### config.mk
export PLATFORM = sky130hd
export DESIGN_NAME = pcnt_counter
export DESIGN_NICKNAME = d
export VERILOG_FILES = /design/src/rtl/pcnt_pkg.sv /design/src/rtl/pcnt_low_seg.sv /design/src/rtl/pcnt_high_seg.sv /design/src/rtl/pcnt_flat.sv /design/src/rtl/pcnt_counter.sv
export SDC_FILE = /design/constraint.sdc
export NUM_CORES = 1
export LEC_CHECK = 0
export BUFFER_PORTS_ARGS = -buffer_cell sky130_fd_sc_hd__buf_2
export CORE_ASPECT_RATIO = 0.8
export CORE_MARGIN = 2
export CORE_UTILIZATION = 30
export DETAILED_ROUTE_END_ITERATION = 8
export GPL_TIMING_DRIVEN = 0
export SLEW_MARGIN = 30
export SYNTH_ARGS = -nofsm -noshare
export SYNTH_HDL_FRONTEND = slang
export SYNTH_HIERARCHICAL = 1
export SYNTH_SLANG_ARGS = --single-unit
### constraint.sdc
create_clock -name clk -period 1.6 [get_ports clk]
set_input_delay 0.08 -clock clk [delete_from_list [all_inputs] [get_ports clk]]
set_output_delay 0.08 -clock clk [all_outputs]
set_load 0.02 [all_outputs]
### src/rtl/pcnt_pkg.sv
package pcnt_pkg;

   // Smallest segment width the split structure accepts.
   localparam int unsigned PCNT_MIN_SEG_W = 2;

   // Width of the upper segment given the total and lower widths.
   function automatic int unsigned pcnt_upper_width(input int unsigned total_w,
                                                    input int unsigned low_w);
      return (total_w > low_w) ? (total_w - low_w) : 0;
   endfunction

   // True when the parameters ask for the split-carry variant.
   function automatic bit pcnt_is_split(input int unsigned total_w,
                                        input int unsigned low_w);
      return total_w > low_w;
   endfunction

endpackage

### src/rtl/pcnt_low_seg.sv
// Lower segment: counts every cycle and registers a flag that is high
// while the segment holds all-ones (decided one cycle ahead).
module pcnt_low_seg #(
   parameter int unsigned W = 16
) (
   input  logic         clk,
   input  logic         arst_n,
   output logic [W-1:0] value_o,
   output logic         carry_o
);
   localparam logic [W-1:0] STEP     = W'(1);
   localparam logic [W-1:0] PRE_LAST = {{(W-1){1'b1}}, 1'b0};

   logic [W-1:0] value_q;
   logic         carry_q;

   always_ff @(posedge clk or negedge arst_n) begin
      if (!arst_n) begin
         value_q <= '0;
         carry_q <= 1'b0;
      end else begin
         value_q <= value_q + STEP;
         carry_q <= (value_q == PRE_LAST);
      end
   end

   assign value_o = value_q;
   assign carry_o = carry_q;
endmodule

### src/rtl/pcnt_high_seg.sv
// Upper segment: advances only on the cycle the registered carry is set.
module pcnt_high_seg #(
   parameter int unsigned W = 16
) (
   input  logic         clk,
   input  logic         arst_n,
   input  logic         step_i,
   output logic [W-1:0] value_o
);
   localparam logic [W-1:0] STEP = W'(1);

   logic [W-1:0] value_q;

   always_ff @(posedge clk or negedge arst_n) begin
      if (!arst_n) begin
         value_q <= '0;
      end else if (step_i) begin
         value_q <= value_q + STEP;
      end
   end

   assign value_o = value_q;
endmodule

### src/rtl/pcnt_flat.sv
// Single-segment counter for the narrow configuration.
module pcnt_flat #(
   parameter int unsigned W = 16
) (
   input  logic         clk,
   input  logic         arst_n,
   output logic [W-1:0] value_o
);
   localparam logic [W-1:0] STEP = W'(1);

   logic [W-1:0] value_q;

   always_ff @(posedge clk or negedge arst_n) begin
      if (!arst_n) begin
         value_q <= '0;
      end else begin
         value_q <= value_q + STEP;
      end
   end

   assign value_o = value_q;
endmodule

### src/rtl/pcnt_counter.sv
// Free-running up-counter; splits the carry path when LOW_W < WIDTH.
module pcnt_counter
   import pcnt_pkg::*;
#(
   parameter int unsigned WIDTH = 32,
   parameter int unsigned LOW_W = 16
) (
   input  logic             clk,
   input  logic             arst_n,
   output logic [WIDTH-1:0] count
);
   localparam bit          SPLIT = pcnt_is_split(WIDTH, LOW_W);
   localparam int unsigned HI_W  = pcnt_upper_width(WIDTH, LOW_W);

   // Registered lower-to-upper carry (constant low in the flat form).
   logic seg_carry;

   if (WIDTH < PCNT_MIN_SEG_W) begin : g_bad_width
      $error("pcnt_counter: WIDTH must be at least %0d", PCNT_MIN_SEG_W);
   end
   if (LOW_W < PCNT_MIN_SEG_W || LOW_W > WIDTH) begin : g_bad_low
      $error("pcnt_counter: LOW_W must lie in [%0d, WIDTH]", PCNT_MIN_SEG_W);
   end

   if (SPLIT) begin : g_split
      logic [LOW_W-1:0] low_val;
      logic [HI_W-1:0]  high_val;
      logic             low_carry;

      pcnt_low_seg #(.W(LOW_W)) u_low (
         .clk     (clk),
         .arst_n  (arst_n),
         .value_o (low_val),
         .carry_o (low_carry)
      );

      pcnt_high_seg #(.W(HI_W)) u_high (
         .clk     (clk),
         .arst_n  (arst_n),
         .step_i  (low_carry),
         .value_o (high_val)
      );

      assign count     = {high_val, low_val};
      assign seg_carry = low_carry;
   end else begin : g_flat
      logic [WIDTH-1:0] flat_val;

      pcnt_flat #(.W(WIDTH)) u_flat (
         .clk     (clk),
         .arst_n  (arst_n),
         .value_o (flat_val)
      );

      assign count     = flat_val;
      assign seg_carry = 1'b0;
   end
endmodule

# --- Word level (Yosys, flattened, before mapping) ---
# Cells that the tools add are included.
classes:
  n_eq_ne: 1
  n_addsub: 2
op_table:
  columns: ["op", "count"]
  rows:
  - ["adder 16 x 1 -> 16 bit, second input constant", 2]
  - ["== test 16 bit, second input constant", 1]
totals:
  input_bits: 2
  register_bits: 33
  elab_cells: 6
  out_inout_bits: 32

# --- Logic depth before layout (Yosys ltp) ---
depth:
  depth_word: 1
  mapped_depth: 5
  mapped_depth_nobuf: 5

# --- Modules after synthesis ---
# The synthesis kept the hierarchy.
by_module_without_submodules:
  columns: ["module", "seq_area_each_um2", "area_per_inst_um2", "cells_each", "instances"]
  rows:
  - ["pcnt_low_seg", 425.4, 742.0, 65, 1]
  - ["pcnt_high_seg", 400.4, 695.7, 56, 1]

# --- Worst setup path after synthesis ---
# No wires, ideal clock.
synth_path:
  kind: "register -> register"
  from: "reg g_split.u_high.value_q[0] (netlist: g_split.u_high/value_o[0])"
  to: "reg g_split.u_high.value_q[12] (netlist: g_split.u_high/value_o[12])"
  setup_time_ps: 80
  period_less_slack_ps: 1440
  stages_incl_launch_ff: 6
  t_required_ps: 1520
  setup_slack_ps: 160
  arrival_ps: 1360
  path_buffers: 0
  path_cell_list: "dfrtp_1 -> ha_1 -> nand2_1 -> nor3_2 -> and4_1 -> xor2_1"
synth_between:
  elab_chain_cells: 1
synth_lines:
  columns: ["element", "line", "text"]
  rows:
  - ["from (decl)", "pcnt_high_seg.sv:12", "logic [W-1:0] value_q;"]
  - ["from (signal assigned)", "pcnt_high_seg.sv:18", "value_q <= value_q + STEP;"]
  - ["adder 16 x 1 -> 16 bit", "pcnt_high_seg.sv:18", null]
# Every way passes these cells.
# A chain may end at the register's enable or synchronous reset.

# --- Worst setup path in the final report ---
layout_path:
  from: "reg g_split.u_low.value_q[1] (netlist: g_split.u_low/value_o[1])"
  to: "reg g_split.u_low.value_q[14] (netlist: g_split.u_low/value_o[14])"
layout_between:
  elab_chain_cells: 1
layout_lines:
  columns: ["element", "line", "text"]
  rows:
  - ["from (decl)", "pcnt_low_seg.sv:14", "logic [W-1:0] value_q;"]
  - ["from (signal assigned)", "pcnt_low_seg.sv:22", "value_q <= value_q + STEP;"]
  - ["adder 16 x 1 -> 16 bit", "pcnt_low_seg.sv:22", null]
# Every way passes these cells.

==> results_tabular.tex <==
\begin{tabular}{lr}
\hline
Metric & Value \\
\hline
\multicolumn{2}{l}{\textbf{Synthesis}} \\
\quad Post-synthesis share of cell area spent on full adders, half adders and majority gates & 2.61\% \\
\quad Post-synthesis sequential area ratio & 57.4\% \\
\quad Synth warn & 6 \\
\quad Area share of xor/xnor cells in the synthesized design & 17.7\% \\
\quad Unique cell type count in the Yosys netlist & 17 \\
\quad Combined area of all synthesized cells & 1440 µm² \\
\quad Multiplexer share of the synthesized area & 0.783\% \\
\quad Flops \& latches, synth & 33 \\
\quad Leading cell types by total area after synthesis & dfrtp\_1 (57\%), xor2\_1 (9.1\%), xnor2\_1 (8.5\%), nand3\_1 (3.8\%), ha\_1 (2.6\%) \\
\quad Largest family of logic cells by synthesized area & simple AND/OR/NAND/NOR gates \\
\quad Compound-cell area share of the yosys netlist & 0\% \\
\quad Area leader, netlist & dfrtp\_1 \\
\quad Instance count of the mapped netlist & 121 \\
\quad Simple-gate share of the synthesized area & 19.9\% \\
\quad Share of the synthesized area in the top cell type & 57.4\% \\
\quad Post-Syn Nets & 126 \\
\quad Post-synthesis average cell area & 11.9 µm² \\
\multicolumn{2}{l}{\textbf{GRT}} \\
\quad Vias in the first global route & 983 \\
\quad GR Overflow Total & 0 \\
\quad Antenna violations before repair & 0 \\
\quad Maximum number of pins on one net before global-route repair & 34 \\
\quad First-pass GRT wire length & 4.60 mm \\
\quad Aggregate global-route resource usage & 11.4\% \\
\multicolumn{2}{l}{\textbf{Timing}} \\
\quad Share of the clock period used by the worst path & 91.7\% \\
\quad Unrepaired setup endpoints after global routing & false \\
\quad Smallest hold slack & 0.395 ns \\
\quad Total Negative Setup Slacks & 0 ns \\
\quad Actual transition at the worst max-transition pin & 0.732 ns \\
\quad Min cycle time layout & 1.47 ns \\
\quad Maximum operating frequency & 0.681 GHz \\
\quad Number of max-slew violations in the final report & 0 \\
\quad Number of setup violations in the final report & 0 \\
\quad Layout Skew & 0.00372 ns \\
\quad Number of failing hold endpoints at the final stage & 0 \\
\quad Worst-case headroom to the max-slew limit & 51.2\% \\
\multicolumn{2}{l}{\textbf{Routing}} \\
\quad Average vias per placed instance & 4.57 \\
\quad Count of TritonRoute iterations in the first routing pass & 4 \\
\quad Post-route antenna net violation count & 0 \\
\quad Total Wirelength & 2.65 mm \\
\quad Vias after detailed routing & 1009 \\
\quad Number of DRC violations after detailed routing & 0 \\
\quad Starting DRC count in detailed routing & 41 \\
\quad Routed len/inst & 12.0 µm \\
\multicolumn{2}{l}{\textbf{Worst setup path}} \\
\quad Total buffers and inverters traversed by the critical path & 0 \\
\quad End point of the critical path & g\_split.u\_low/value\_o[14] \\
\quad Biggest fanout along the worst timing path & 6 \\
\quad Reg-to-reg critical path endpoint & g\_split.u\_low/value\_o[14] \\
\quad Cells along the critical path & ha\_1, nand4\_1, nor4\_2, xor2\_1 \\
\quad Worst path slowest cell & dfrtp\_1 \\
\quad Worst reg-to-reg setup slack & 0.13 ns \\
\quad CP required & 1.80 ns \\
\quad Critical Setup Path Class & flop to flop \\
\quad Critical path endpoint category & flop \\
\quad Crit-path max cell delay & 0.45 ns \\
\quad Beginning of the worst register-to-register path & g\_split.u\_low/value\_o[1] \\
\quad Kind of start point of the critical path & flop \\
\quad Worst Reg-to-Reg Cells & 4 \\
\quad Data arrival time of the worst path & 1.67 ns \\
\quad Path length in cells of the critical path & 4 \\
\quad Top cell family by delay on the critical path & simple AND/OR/NAND/NOR gates \\
\quad Start point of the critical path & g\_split.u\_low/value\_o[1] \\
\multicolumn{2}{l}{\textbf{Final layout}} \\
\quad Number of antenna repair diodes & 0 \\
\quad Area of all sequential standard cells & 826 µm² \\
\quad Layout Area Growth over Synthesis & 23.3\% \\
\quad Layout cells sized above 1 & 28.6\% \\
\quad Post-route insts no fill & 221 \\
\quad Fillcell total & 473 \\
\quad Number of nets at the end of the flow & 167 \\
\quad Multi-input gate area & 601 µm² \\
\multicolumn{2}{l}{\textbf{Job}} \\
\quad Max-cap violation count & 0 \\
\multicolumn{2}{l}{\textbf{Power and ir drop}} \\
\quad Total Power & 1.41 mW \\
\quad P\_leak & 0.949 nW \\
\quad Largest voltage drop on the vdd net & 0.321 mV \\
\quad Power density over the cells & 796 nW/µm² \\
\multicolumn{2}{l}{\textbf{Floorplanning}} \\
\quad Initial standard-cell utilization of the core & 31.3\% \\
\quad Core area & 4600 µm² \\
\quad Std-Cell Rows & 22 \\
\quad Height of the die & 65.9 µm \\
\quad I/O pin cnt & 34 \\
\quad Overall die area & 5370 µm² \\
\quad Horizontal extent of the die & 81.4 µm \\
\multicolumn{2}{l}{\textbf{Placed design}} \\
\quad Placer Congestion & 0.741 \\
\quad Total placed cells including tap cells & 214 \\
\quad Total of buffers placed on input and output ports & 33 \\
\quad Detailed placement HPWL & 1.91 mm \\
\multicolumn{2}{l}{\textbf{CTS}} \\
\quad Clock tree root buffer cell & clkbuf\_8 \\
\quad Number of buffers created by CTS & 5 \\
\quad Deepest clock path buffer count & 2 \\
\quad Clock transition at the registers of the reported paths & 0.06 ns \\
\quad Number of post-CTS setup repair buffers & 0 \\
\quad H-tree depth & 2 \\
\quad TritonCTS clock tree & done \\
\quad Worst skew pair latency & 0.28 ns \\
\quad TritonCTS sink count & 33 \\
\multicolumn{2}{l}{\textbf{Outcome}} \\
\quad Outcome & completed \\
\multicolumn{2}{l}{\textbf{Min path}} \\
\quad Path class of the lowest-slack min-delay path & input port to asynchronous set/reset pin \\
\hline
\end{tabular}
routing by layer:
| metal | routed length (µm) | track usage, % | part of all wire (%) | up-vias |
|---|---|---|---|---|
| li1 | - | - | - | 495 |
| met3 | 181 | 4.51 | 6.8 | 7 |
| met4 | 34 | 4.45 | 1.3 | 0 |
| met5 | 0 | 0 | 0 | - |
| met1 | 1300 | 15.3 | 49 | 477 |
| met2 | 1140 | 16.5 | 43 | 30 |
synth_stat cells, drive strengths merged:
| cell | number |
|---|---|
| mux2 | 1 |
| dfrtp | 33 |
| nor4 | 5 |
| inv | 6 |
| nor2 | 6 |
| nor3 | 7 |
| xor2 | 15 |
| xnor2 | 14 |
| and4 | 1 |
| and3 | 2 |
| nand3 | 11 |
| ha | 3 |
| nand4 | 8 |
| nand2 | 9 |
worst reg2reg max path, stage by stage, from the launching register on:
cell and delay (ns):
dfrtp_1 0.45, ha_1 0.24, nand4_1 0.26, nor4_2 0.27, xor2_1 0.17
metrics by stage:
stage / utilization, % / cell area, µm² / setup WS (ns)
floorplan: - / 1440 / 0.160
global placement: 36.5 / 1680 / 0.141
detailed placement: 36.5 / 1680 / 0.108
CTS: 38.3 / 1760 / 0.106
global route: 38.6 / 1770 / 0.0167
finish: 38.6 / 1770 / 0.132
final cells by class:
type	instances	share of cell area (%)
multi-input combinational	82	33.9
clock buffer	5	3.88
sequential	33	46.6
clock inverter	1	0.282
inverter	6	1.27
timing repair buffer	34	9.88
tap	60	4.23
layout by cell type (no fill, tap or decap), drive strengths merged:
master,instances
xor2,15
nor2,6
dfrtp,33
xnor2,14
ha,3
and4,1
mux2,1
dlygate4sd3,1
clkinv,1
nand2,9
nand3,11
nor4,5
clkbuf,5
inv,6
nand4,8
nor3,7
and3,2
buf,33
how the worst min path moves through the flow:
stage / startpoint / endpoint / slack, ns / cells past startpoint
finish: arst_n / g_split.u_high/value_o[7] / 0.40 / 2
floorplan: arst_n / g_split.u_high/value_o[0] / -0.22 / 0
CTS: arst_n / g_split.u_high/value_o[7] / 0.42 / 2
global placement: arst_n / g_split.u_high/value_o[7] / 0.19 / 1
detailed placement: arst_n / g_split.u_high/value_o[7] / 0.19 / 1
global route: arst_n / g_split.u_high/value_o[7] / 0.48 / 2
kinds of logic (layout without fill, tap and decap cells):
logic type    after synthesis  after routing
simple gates               49             49
flops                      33             33
xor+xnor                   29             29
buf+inv                     6             46
fa+ha+maj                   3              3
mux                         1              1
repair_timing:
item,CTS,global route
hold buffers,1,0
hold endpoints to repair,33,0
setup endpoints to repair,0,1
gates resized for setup,0,2
where the power goes:
| part | switching (mW) | internal (mW) | total, mW | leakage [nW] |
|---|---|---|---|---|
| logic | 0.0157 | 0.00244 | 0.0182 | 0.462 |
| clock network | 0.274 | 0.286 | 0.559 | 0.0399 |
| registers | 0 | 0.835 | 0.835 | 0.447 |
| total | 0.289 | 1.12 | 1.41 | 0.949 |
sequential cells by signal, summed over array words and instances, names as in the netlist:
signal / flops
g_split.u_high/value_o: 16
g_split.u_low/value_o: 16
g_split.u_low/carry_o: 1
No activity file was read; power rests on OpenSTA's default activity.
